## src/rtl/panelCfg_pkg.sv

```systemverilog
package panelCfg_pkg;
  localparam int FRAME_W   = 16;
  localparam int ADDR_W    = 6;
  localparam int DATA_W    = 8;
  localparam int WFLAG_POS = 8;

  localparam int ADDR_TIMING = 2;
  localparam int ADDR_POWER  = 3;
  localparam int ADDR_ORIENT = 4;
  localparam int ADDR_GHI    = 'h11;
  localparam int ADDR_GLO    = 'h14;

  localparam logic [DATA_W-1:0] TIMING_RST = 8'h07;
  localparam logic [DATA_W-1:0] POWER_RST  = 8'hD0;
  localparam logic [DATA_W-1:0] ORIENT_RST = 8'h03;

  typedef struct packed {
    logic              wrEn;
    logic [ADDR_W-1:0] addr;
    logic [DATA_W-1:0] data;
  } cfgStb_t;
endpackage

```

## src/rtl/panelCfgFrameCtrl.sv

```systemverilog
module panelCfgFrameCtrl
  import panelCfg_pkg::*;
#(
  parameter int SYNC_STAGES = 2
) (
  input  logic    clk,
  input  logic    rstN,
  input  logic    sclk,
  input  logic    csN,
  input  logic    mosi,
  output cfgStb_t stb
);
  localparam int CNT_W = $clog2(FRAME_W + 1);

  logic [SYNC_STAGES-1:0] sclkSync, csSync, mosiSync;
  logic                   sclkPrev;
  logic [CNT_W-1:0]       bitCnt;
  logic [FRAME_W-2:0]     shiftReg;
  logic                   sclkS, csS, mosiS, sclkRise, lastBit;
  logic [FRAME_W-1:0]     word;
  logic                   unusedBit9;

  always_ff @(posedge clk or negedge rstN) begin
    if (!rstN) begin
      sclkSync <= '0;
      csSync   <= '1;
      mosiSync <= '0;
      sclkPrev <= 1'b0;
    end else begin
      sclkSync <= {sclkSync[SYNC_STAGES-2:0], sclk};
      csSync   <= {csSync[SYNC_STAGES-2:0], csN};
      mosiSync <= {mosiSync[SYNC_STAGES-2:0], mosi};
      sclkPrev <= sclkSync[SYNC_STAGES-1];
    end
  end

  assign sclkS    = sclkSync[SYNC_STAGES-1];
  assign csS      = csSync[SYNC_STAGES-1];
  assign mosiS    = mosiSync[SYNC_STAGES-1];
  assign sclkRise = sclkS & ~sclkPrev & ~csS;
  assign lastBit  = (bitCnt == CNT_W'(FRAME_W - 1));
  assign word     = {shiftReg, mosiS};
  assign unusedBit9 = word[WFLAG_POS+1];

  always_ff @(posedge clk or negedge rstN) begin
    if (!rstN) begin
      bitCnt   <= '0;
      shiftReg <= '0;
      stb      <= '0;
    end else begin
      stb.wrEn <= 1'b0;
      if (csS) begin
        bitCnt <= '0;
      end else if (sclkRise && bitCnt < CNT_W'(FRAME_W)) begin
        shiftReg <= word[FRAME_W-2:0];
        bitCnt   <= bitCnt + 1'b1;
        if (lastBit) begin
          stb.wrEn <= word[WFLAG_POS];
          stb.addr <= word[FRAME_W-1 -: ADDR_W];
          stb.data <= word[DATA_W-1:0];
        end
      end
    end
  end


  cnt_bound_chk: assert property (@(posedge clk) disable iff (!rstN)
    bitCnt <= CNT_W'(FRAME_W));


  cs_clear_chk: assert property (@(posedge clk) disable iff (!rstN)
    csS |=> (bitCnt == '0));


  one_strobe_chk: assert property (@(posedge clk) disable iff (!rstN)
    stb.wrEn |=> !stb.wrEn);
endmodule

```

## src/rtl/panelCfgRegFile.sv

```systemverilog
module panelCfgRegFile
  import panelCfg_pkg::*;
#(
  parameter int NUM_GAMMA = 12,
  parameter int GAMMA_W   = 10
) (
  input  logic                         clk,
  input  logic                         rstN,
  input  cfgStb_t                      stb,
  output logic [DATA_W-1:0]            timingReg,
  output logic [DATA_W-1:0]            powerReg,
  output logic [DATA_W-1:0]            orientReg,
  output logic [NUM_GAMMA*GAMMA_W-1:0] gammaPts
);
  localparam int HI_W   = GAMMA_W - DATA_W;
  localparam int PTS_HI = DATA_W / HI_W;
  localparam int NUM_HI = (NUM_GAMMA + PTS_HI - 1) / PTS_HI;

  logic [DATA_W-1:0] gHi [NUM_HI];
  logic [DATA_W-1:0] gLo [NUM_GAMMA];

  always_ff @(posedge clk or negedge rstN) begin
    if (!rstN) begin
      timingReg <= TIMING_RST;
      powerReg  <= POWER_RST;
      orientReg <= ORIENT_RST;
      for (int h = 0; h < NUM_HI; h++) gHi[h] <= '0;
      for (int k = 0; k < NUM_GAMMA; k++) gLo[k] <= '0;
    end else if (stb.wrEn) begin
      if (stb.addr == ADDR_W'(ADDR_TIMING)) timingReg <= stb.data;
      if (stb.addr == ADDR_W'(ADDR_POWER))  powerReg  <= stb.data;
      if (stb.addr == ADDR_W'(ADDR_ORIENT)) orientReg <= stb.data;
      for (int h = 0; h < NUM_HI; h++)
        if (stb.addr == ADDR_W'(ADDR_GHI + h)) gHi[h] <= stb.data;
      for (int k = 0; k < NUM_GAMMA; k++)
        if (stb.addr == ADDR_W'(ADDR_GLO + k)) gLo[k] <= stb.data;
    end
  end

  for (genvar g = 0; g < NUM_GAMMA; g++) begin : gAsm
    assign gammaPts[g*GAMMA_W +: GAMMA_W] =
      {gHi[g/PTS_HI][DATA_W-1-HI_W*(g%PTS_HI) -: HI_W], gLo[g]};
  end


  idle_hold_chk: assert property (@(posedge clk) disable iff (!rstN)
    !stb.wrEn |=> ($stable(timingReg) && $stable(powerReg) &&
                   $stable(orientReg) && $stable(gammaPts)));


  timing_wr_chk: assert property (@(posedge clk) disable iff (!rstN)
    (stb.wrEn && stb.addr == ADDR_W'(ADDR_TIMING)) |=> (timingReg == $past(stb.data)));
endmodule

```

## src/rtl/panelCfgSlave.sv

```systemverilog
module panelCfgSlave
  import panelCfg_pkg::*;
#(
  parameter int SYNC_STAGES = 2,
  parameter int NUM_GAMMA   = 12,
  parameter int GAMMA_W     = 10
) (
  input  logic                         clk,
  input  logic                         rstN,
  input  logic                         sclk,
  input  logic                         csN,
  input  logic                         mosi,
  output logic [2:0]                   scanMode,
  output logic                         pclkRising,
  output logic                         hsyncHigh,
  output logic                         vsyncHigh,
  output logic                         notStandby,
  output logic                         cpClkEn,
  output logic                         vglPumpEn,
  output logic                         pwmEn,
  output logic                         fullDrive,
  output logic                         preChargeEn,
  output logic                         softCtl,
  output logic                         hFlip,
  output logic                         vFlip,
  output logic                         cpClkLineRate,
  output logic                         vglLineRate,
  output logic [NUM_GAMMA*GAMMA_W-1:0] gammaPts
);
  cfgStb_t           stb;
  logic [DATA_W-1:0] timingReg, powerReg, orientReg;
  logic              unusedFields;

  panelCfgFrameCtrl #(.SYNC_STAGES(SYNC_STAGES)) ctrl_i (
    .clk(clk), .rstN(rstN), .sclk(sclk), .csN(csN), .mosi(mosi), .stb(stb));

  panelCfgRegFile #(.NUM_GAMMA(NUM_GAMMA), .GAMMA_W(GAMMA_W)) regs_i (
    .clk(clk), .rstN(rstN), .stb(stb), .timingReg(timingReg),
    .powerReg(powerReg), .orientReg(orientReg), .gammaPts(gammaPts));

  assign scanMode      = timingReg[2:0];
  assign pclkRising    = timingReg[3];
  assign hsyncHigh     = timingReg[4];
  assign vsyncHigh     = timingReg[5];
  assign notStandby    = powerReg[0];
  assign cpClkEn       = powerReg[1];
  assign vglPumpEn     = powerReg[2];
  assign pwmEn         = powerReg[3];
  assign fullDrive     = powerReg[4];
  assign preChargeEn   = powerReg[6];
  assign softCtl       = powerReg[7];
  assign hFlip         = ~orientReg[0];
  assign vFlip         = ~orientReg[1];
  assign cpClkLineRate = orientReg[2];
  assign vglLineRate   = orientReg[4];
  assign unusedFields  = ^{timingReg[7:6], powerReg[5], orientReg[3], orientReg[7:5]};
endmodule

```

## config.mk

```make
export PLATFORM = sky130hd
export DESIGN_NAME = panelCfgSlave
export DESIGN_NICKNAME = d
export VERILOG_FILES = /design/src/rtl/panelCfg_pkg.sv /design/src/rtl/panelCfgFrameCtrl.sv /design/src/rtl/panelCfgRegFile.sv /design/src/rtl/panelCfgSlave.sv
export SDC_FILE = /design/constraint.sdc
export NUM_CORES = 1
export LEC_CHECK = 0
export CORE_ASPECT_RATIO = 1.25
export CORE_MARGIN = 2
export CORE_UTILIZATION = 36
export CTS_CLUSTER_DIAMETER = 40
export CTS_CLUSTER_SIZE = 28
export DETAILED_ROUTE_END_ITERATION = 16
export DONT_BUFFER_PORTS = 1
export GPL_ROUTABILITY_DRIVEN = 0
export SETUP_SLACK_MARGIN = 0.15
export SLEW_MARGIN = 20
export SYNTH_ARGS = -nofsm -noshare
export SYNTH_HDL_FRONTEND = slang
export SYNTH_HIERARCHICAL = 1
export SYNTH_SLANG_ARGS = --single-unit
export TNS_END_PERCENT = 100
```

## constraint.sdc

```tcl
create_clock -name clk -period 1.9 [get_ports clk]
set_input_delay 0.19 -clock clk [delete_from_list [all_inputs] [get_ports clk]]
set_output_delay 0.19 -clock clk [all_outputs]
set_load 0.02 [all_outputs]
```

==> impl_metrics.json, run 1 <==
{
  "whs_ns": -0.538,
  "grt_start_max_net_pins": 180,
  "syn_to_final_growth_pct": 17.5,
  "grt_pass1_vias": 3798,
  "regArea_um2": 4500,
  "fin_crit_ns": 1.73,
  "grt.overflow.total": 0,
  "maxSlewViolCount": 0,
  "fmax_mhz": 579,
  "cts_made_buffers": 17,
  "clk_path_buf_depth": 2,
  "clock_skew_ns": 0.00846,
  "initialDrtViolationCount": 109,
  "crit_type": "register to register",
  "yosys_warnings": 6,
  "synthesis.instances": 417,
  "first_pass_iters": 4,
  "insertedDiodeCount": 0,
  "cp.required_ns": 2.20,
  "violations": "negative hold slack",
  "grt_pass1_wl_um": 23100,
  "fp.dieH_um": 159,
  "vdd_drop_max_mv": 0.621,
  "endpoint_kind": "register",
  "final_cell_area_um2": 8160,
  "fp.coreArea_um2": 18800,
  "drive_gt1_frac": 0.552,
  "cts_root_buf": "clkbuf_16",
  "cp-start-kind": "register",
  "boundaryPins": 142,
  "cap_violations": 0,
  "clk_pin_slew_ns": 0.07,
  "die_w_um": 128,
  "start_util": 0.369,
  "antenna_left": 0,
  "cts_max_level": 4,
  "crit_family": "buffers and inverters",
  "setup_slack_ns": 0.173,
  "p_per_area_nw_per_um2": 976,
  "worst_pin_slew_ns": 0.832,
  "setup_violations": 0,
  "syn-cell-area_um2": 6950,
  "cp.arrival_ns": 2.03,
  "dr_total_vias": 3600,
  "crit_chain": "nand3b_1, buf_6, buf_4, nor3b_4, buf_12, mux2_2",
  "synth.net_count": 424,
  "track_usage": 0.150,
  "cts_tree": "built",
  "power_leakage_nw": 4.06,
  "finalCritPeriodShare": 0.909,
  "synth_area_per_cell_um2": 16.7,
  "drcViolationCount": 0,
  "pre_cts_slack_ns": 0.0864,
  "path_buf_inv": 3,
  "postCtsHoldBufs": 3,
  "die_area_um2": 20400,
  "hp-class": "primary input to async pin",
  "status": "finished, violations left",
  "fin_tns_setup_ns": 0,
  "dpl.hpwl_um": 9780,
  "placed_area_um2": 7330,
  "cp_max_fo": 8,
  "rsz0062_at_grt": "yes",
  "cp_slowest_cell": "dfrtp_1",
  "hold_violations": 179,
  "nNetsFinal": 460,
  "port_buffers": 0,
  "max_stage_delay_ns": 0.39,
  "antenna_found_initial": 0,
  "rows": 56,
  "nFillCells": 1672,
  "via_per_inst": 5.16,
  "wirelength_um": 15100,
  "clkSinkCount": 179,
  "slew-limit-headroom": 0.445,
  "multiInputGateArea_um2": 2370,
  "post_drt_wl_per_cell_um": 21.6,
  "clk_latency_ns": 0.42
}
path summary, 6_finish.rpt:
path	cells past startpoint	from	slack, ns	to
max	6	ctrl_i/stb[13]	0.17	regs_i/gammaPts[34]
min reg2reg	0	ctrl_i/mosiSync[0]	0.35	ctrl_i/mosiSync[1]
min in group clk	1	csN	0.31	ctrl_i/csSync[0]
max reg2reg	6	ctrl_i/stb[13]	0.17	regs_i/gammaPts[34]
max in group asynchronous	0	rstN	2.07	ctrl_i/csSync[0]
min	0	rstN	-0.54	regs_i/gammaPts[20]
layout by cell type, fill, tap and decap left out, types with 2 or more instances in the layout:
cell type	instances
dfrtp_2	3
clkinvlp_4	2
mux2_4	24
nand2b_1	3
inv_1	5
and3_1	3
dfrtp_1	166
dlygate4sd3_1	3
nand2_1	4
bufinv_16	5
clkbuf_16	18
mux2_2	142
dfstp_2	10
nand3_1	4
nor4b_4	2
buf_4	27
nor2b_1	2
inv_6	5
buf_12	2
nand4_1	2
buf_6	3
nor2_1	2
o21ai_0	2
nand4b_1	5
nor3_2	4
power by group:
| part | leakage, nW | internal [mW] | switching [mW] | total [mW] |
|---|---|---|---|---|
| combinational | 1.31 | 0.0788 | 0.0292 | 0.108 |
| clock | 0.316 | 2.40 | 1.50 | 3.89 |
| sequential | 2.44 | 3.90 | 0.0630 | 3.97 |
| total | 4.06 | 6.38 | 1.59 | 7.97 |
layer usage:
layer / up-vias / routed length (um) / global-route usage
li1: 1557 / - / -
met1: 1945 / 6290 / 0.180
met2: 88 / 7720 / 0.253
met3: 10 / 927 / 0.0507
met4: 0 / 158 / 0.0440
met5: - / 0 / 0
area by class of cell:
type                    instances  area share
clock inverters                13      0.0267
repair buffers                 36      0.0406
clock buffers                  19      0.0543
well taps                     232      0.0356
multi-input cells             214       0.290
flip-flops and latches        179       0.551
inverters                       5     0.00230
per-stage QoR:
| step | util | std cells | hold WS, ns | power (mW) |
|---|---|---|---|---|
| 6_report | 0.433 | 698 | -0.538 | 7.97 |
| 3_3_place_gp | 0.389 | 654 | -0.102 | 4.13 |
| 2_1_floorplan | - | 417 | -0.106 | 4.11 |
| 5_1_grt | 0.433 | 698 | -0.569 | 8.28 |
| 3_5_place_dp | 0.389 | 654 | -0.102 | 4.14 |
| 4_1_cts | 0.428 | 692 | -0.561 | 8.08 |
flip-flops by register name, indices dropped and copies added, names as in the netlist:
name,count
ctrl_i/csSync,2
regs_i/orientReg,4
ctrl_i/sclkPrev,1
regs_i/timingReg,6
ctrl_i/sclkSync,2
ctrl_i/shiftReg,15
regs_i/powerReg,7
ctrl_i/mosiSync,2
ctrl_i/bitCnt,5
ctrl_i/stb,15
regs_i/gammaPts,120
what timing repair did:
action,4_1_cts,5_1_grt
pin swaps,2,4
buffers inserted,3,5
hold endpoints to repair,182,179
endpoints found under the setup margin,17,50
resized for setup,2,12
gates cloned,0,1
Note: power is estimated with default switching activity, not from simulation.
==> run 2, diff against run 1 <==
==> constraint.sdc (replaced) <==
create_clock -name clk -period 1.5 [get_ports clk]
set_input_delay 0.3 -clock clk [delete_from_list [all_inputs] [get_ports clk]]
set_output_delay 0.3 -clock clk [all_outputs]
set_load 0.02 [all_outputs]
==> impl_metrics.json, run 2 (synthesis gave the netlist of run 1 again) <==
{
  "status": "finished, violations left",
  "violations": "negative hold slack, negative setup slack",
  "rows": 56,
  "placed_area_um2": 7740,
  "multiInputGateArea_um2": 2800,
  "final_cell_mix": "dfrtp_1 (168), mux2_4 (99), mux2_2 (67)",
  "clk_pin_slew_ns": 0.07,
  "wirelength_um": 16200,
  "mostFrequentLayoutCell": "dfrtp_1",
  "cap_violations": 0,
  "clkSinkCount": 179,
  "dr_total_vias": 3699,
  "crit_chain": "nand3b_1, buf_6, or4_4, mux2_4",
  "die_area_um2": 20400,
  "grt.overflow.total": 0,
  "fp.dieH_um": 159,
  "grt_pass1_wl_um": 25100,
  "cp.required_ns": 1.81,
  "fin_util": 0.471,
  "cp.arrival_ns": 2.01,
  "postCtsHoldBufs": 3,
  "cts_root_buf": "clkbuf_16",
  "via_per_inst": 5.10,
  "final_cell_area_um2": 8880,
  "clock_skew_ns": 0.0102,
  "maxSlewViolCount": 0,
  "crit_type": "register to register",
  "antenna_found_initial": 0,
  "hp-class": "primary input to async pin",
  "whs_ns": -0.435,
  "rsz0062_at_grt": "yes",
  "setup_violations": 128,
  "vdd_drop_max_mv": 0.737,
  "track_usage": 0.164,
  "endpoint_kind": "register",
  "drcViolationCount": 0,
  "clk_path_buf_depth": 2,
  "cts_tree": "built",
  "nFillCells": 1597,
  "nNetsFinal": 488,
  "port_buffers": 0,
  "pre_cts_slack_ns": -0.221,
  "regArea_um2": 4490,
  "fin_crit_ns": 1.70,
  "clk_latency_ns": 0.43,
  "largest_register_ff_count": 120,
  "cp_slowest_cell": "or4_4",
  "p_total_mw": 9.73,
  "cp-start-kind": "register",
  "max_stage_delay_ns": 0.53,
  "antenna_left": 0,
  "reg2reg_setup_slack_ns": -0.20,
  "finalCritPeriodShare": 1.13,
  "die_w_um": 128,
  "hold_violations": 179,
  "initialDrtViolationCount": 167,
  "start_util": 0.369,
  "grt_start_max_net_pins": 180,
  "grt_pass1_vias": 4044,
  "insertedDiodeCount": 0,
  "drive_gt1_frac": 0.615,
  "slew-limit-headroom": 0.428,
  "cts_max_level": 4,
  "p_per_area_nw_per_um2": 1100,
  "fmax_mhz": 589,
  "power_leakage_nw": 4.45,
  "dpl.hpwl_um": 10400,
  "cts_made_buffers": 17,
  "post_drt_wl_per_cell_um": 22.4,
  "boundaryPins": 142,
  "worst_pin_slew_ns": 0.858,
  "fp.coreArea_um2": 18800,
  "setup_slack_ns": -0.197,
  "syn_to_final_growth_pct": 27.8,
  "first_pass_iters": 4,
  "cp_max_fo": 8
}
==> run 2: area by class of cell <==
cell class,instances,area share
Sequential cell,179,0.506
Multi-Input combinational cell,215,0.316
Timing Repair Buffer,63,0.0740
Clock buffer,17,0.0479
Tap cell,232,0.0327
Clock inverter,15,0.0204
Inverter,5,0.00296
==> run 2: routing by layer <==
layer | part of all wire | track usage | up-vias
met5 | 0 | 0 | -
met4 | 0.019 | 0.0579 | 0
met3 | 0.065 | 0.0561 | 15
met2 | 0.52 | 0.280 | 106
met1 | 0.39 | 0.189 | 1966
li1 | - | - | 1612
==> run 2: worst max-delay path: cells and delay by family, from the launching register on <==
kind          cells  cell delay (ns)
flops             1             0.37
mux               1             0.33
buf+inv           1             0.15
simple gates      2             0.72
==> run 2: stage by stage <==
stage	setup TNS (ns)	std cells
floorplan	-12.45	417
global placement	-13.34	681
detailed placement	-17.69	681
CTS	-13.93	725
global route	-19.84	726
finish	-12.56	726
==> run 2: final timing paths <==
check	startpoint	endpoint	cells after the start
max	ctrl_i/stb[13]	regs_i/gammaPts[79]	4
min	rstN	regs_i/gammaPts[48]	0
max reg2reg	ctrl_i/stb[13]	regs_i/gammaPts[79]	4
min reg2reg	ctrl_i/sclkSync[0]	ctrl_i/sclkSync[1]	0
max in group asynchronous	rstN	regs_i/orientReg[1]	0
min in group clk	ctrl_i/sclkSync[0]	ctrl_i/sclkSync[1]	0
==> run 2: where the power goes <==
part | internal, mW | switching (mW)
registers | 4.94 | 0.0932
clock network | 2.51 | 1.95
logic | 0.184 | 0.0588
==> run 2: timing repair <==
action | CTS | global route
gates resized for setup | 74 | 27
hold endpoints to repair | 182 | 179
pin swaps | 13 | 10
endpoints found under the setup margin | 175 | 177
buffers inserted | 7 | 1
cloned | 2 | 0
==> run 3, diff against run 2 <==
--- a/config.mk
+++ b/config.mk
@@ -7,12 +7,13 @@
 export LEC_CHECK = 0
 export CORE_ASPECT_RATIO = 1.25
 export CORE_MARGIN = 2
-export CORE_UTILIZATION = 36
+export CORE_UTILIZATION = 57
 export CTS_CLUSTER_DIAMETER = 40
 export CTS_CLUSTER_SIZE = 28
 export DETAILED_ROUTE_END_ITERATION = 16
 export DONT_BUFFER_PORTS = 1
 export GPL_ROUTABILITY_DRIVEN = 0
+export PLACE_DENSITY = 0.75
 export SETUP_SLACK_MARGIN = 0.15
 export SLEW_MARGIN = 20
 export SYNTH_ARGS = -nofsm -noshare
==> impl_metrics.json, run 3 (synthesis gave the netlist of run 1 again) <==
{
  "status": "finished, violations left",
  "violations": "negative hold slack, negative setup slack",
  "pre_cts_slack_ns": -0.156,
  "setup_slack_ns": -0.203,
  "power_frac_seq": 0.519,
  "via_per_inst": 5.68,
  "fin_tns_setup_ns": -13.05,
  "wirelength_um": 15100,
  "slew-limit-headroom": 0.446,
  "hold_violations": 179,
  "drive_gt1_frac": 0.615,
  "vdd_drop_max_mv": 0.811,
  "internal-power_mw": 7.63,
  "cp_max_fo": 8,
  "max_stage_delay_ns": 0.37,
  "cts_root_buf": "clkbuf_16",
  "fin_crit_ns": 1.70,
  "whs_ns": -0.425,
  "swShare": 0.216,
  "top_layer": "met4",
  "drcViolationCount": 0,
  "die_w_um": 103,
  "port_buffers": 0,
  "boundaryPins": 142,
  "endpoint_kind": "register",
  "dr_total_vias": 3702,
  "fmax_mhz": 587,
  "insertedDiodeCount": 0,
  "fp.dieH_um": 127,
  "rsz0062_at_grt": "yes",
  "nFillCells": 788,
  "power_leakage_nw": 4.35,
  "mostFrequentLayoutCell": "dfrtp_1",
  "path_buf_inv": 2,
  "crit_family": "simple AND/OR/NAND/NOR gates",
  "clk_latency_ns": 0.42,
  "clk_pin_slew_ns": 0.07,
  "drt-met1-wl_um": 5940,
  "switchingPower_mw": 2.10,
  "antenna_left": 0,
  "largest_register_ff_count": 120,
  "hp-class": "primary input to async pin",
  "clkSinkCount": 179,
  "cp.required_ns": 1.80,
  "routed-wl-met3_um": 1110,
  "cp-start-kind": "register",
  "regArea_um2": 4500,
  "p_per_area_nw_per_um2": 1120,
  "fin_util": 0.719,
  "dpl.hpwl_um": 9130,
  "pwr-share-clk": 0.454,
  "cp_slowest_cell": "dfrtp_1",
  "setup_violations": 128,
  "rows": 45,
  "wl_met2_um": 7820,
  "crit_type": "register to register",
  "cts_made_buffers": 17,
  "syn_to_final_growth_pct": 24.7,
  "grt.overflow.total": 0,
  "grt_pass1_vias": 4020,
  "crit_chain": "nand3b_1, buf_4, nor4_4, buf_6, mux2_4",
  "grt_start_max_net_pins": 180,
  "die_area_um2": 13100,
  "startpoint": "ctrl_i/stb[13]",
  "initialDrtViolationCount": 159,
  "nNetsFinal": 482,
  "start_util": 0.577,
  "fp.coreArea_um2": 12000,
  "cap_violations": 0,
  "maxSlewViolCount": 0,
  "first_pass_iters": 4,
  "grt_pass1_wl_um": 22900,
  "track_usage": 0.234,
  "cts_max_level": 4,
  "postCtsHoldBufs": 3,
  "cts_tree": "built",
  "clock_skew_ns": 0.0183,
  "final_cell_mix": "dfrtp_1 (166), mux2_2 (93), mux2_4 (73)",
  "finalCritPeriodShare": 1.14,
  "cp.arrival_ns": 2.00,
  "combinationalPowerShare": 0.027,
  "antenna_found_initial": 0,
  "reg2reg_from": "ctrl_i/stb[13]",
  "worst_pin_slew_ns": 0.832,
  "post_drt_wl_per_cell_um": 23.2,
  "multiInputGateArea_um2": 2690,
  "clk_path_buf_depth": 2
}
-- run 3: path summary, 6_finish.rpt --
kind | slack, ns | cells after the start | to
min | -0.42 | 0 | regs_i/gammaPts[12]
min reg2reg | 0.35 | 0 | ctrl_i/sclkSync[1]
min in group clk | 0.35 | 0 | ctrl_i/sclkSync[1]
max | -0.20 | 5 | regs_i/gammaPts[98]
max in group asynchronous | 1.63 | 0 | ctrl_i/stb[10]
max reg2reg | -0.20 | 5 | regs_i/gammaPts[98]
-- run 3: per-layer routing --
metal,track usage,up-vias
li1,-,1599
met1,0.289,1959
met2,0.382,133
met3,0.0760,11
met4,0.0890,0
met5,0,-
-- run 3: metrics by stage --
step	std cells	power [mW]	area, um^2	hold WS [ns]
2_1_floorplan	417	5.26	7120	0.00441
3_3_place_gp	606	5.31	7610	0.00757
3_5_place_dp	606	5.31	7610	0.00778
4_1_cts	648	9.79	8520	-0.443
5_1_grt	652	10.1	8660	-0.455
6_report	652	9.73	8660	-0.425
-- run 3: what timing repair did --
action | CTS | global route
endpoints found under the hold margin | 182 | 179
pin swaps | 13 | 9
gates resized for setup | 52 | 27
buffers inserted | 5 | 4
setup endpoints to repair | 169 | 174
gates cloned | 2 | 0
-- run 3: final cells by class --
cell class	instances	share of cell area
Sequential cell	179	0.519
Multi-Input combinational cell	215	0.311
Timing Repair Buffer	57	0.0743
Clock buffer	20	0.0539
Tap cell	164	0.0237
Clock inverter	12	0.0157
Inverter	5	0.00246
-- run 3: power groups by stage --
stage / clock (mW) / combinational, mW / sequential, mW
2_1_floorplan: 0 / 0.166 / 5.10
3_3_place_gp: 0 / 0.187 / 5.12
3_5_place_dp: 0 / 0.190 / 5.12
4_1_cts: 4.51 / 0.245 / 5.04
5_1_grt: 4.75 / 0.273 / 5.06
6_report: 4.42 / 0.260 / 5.05
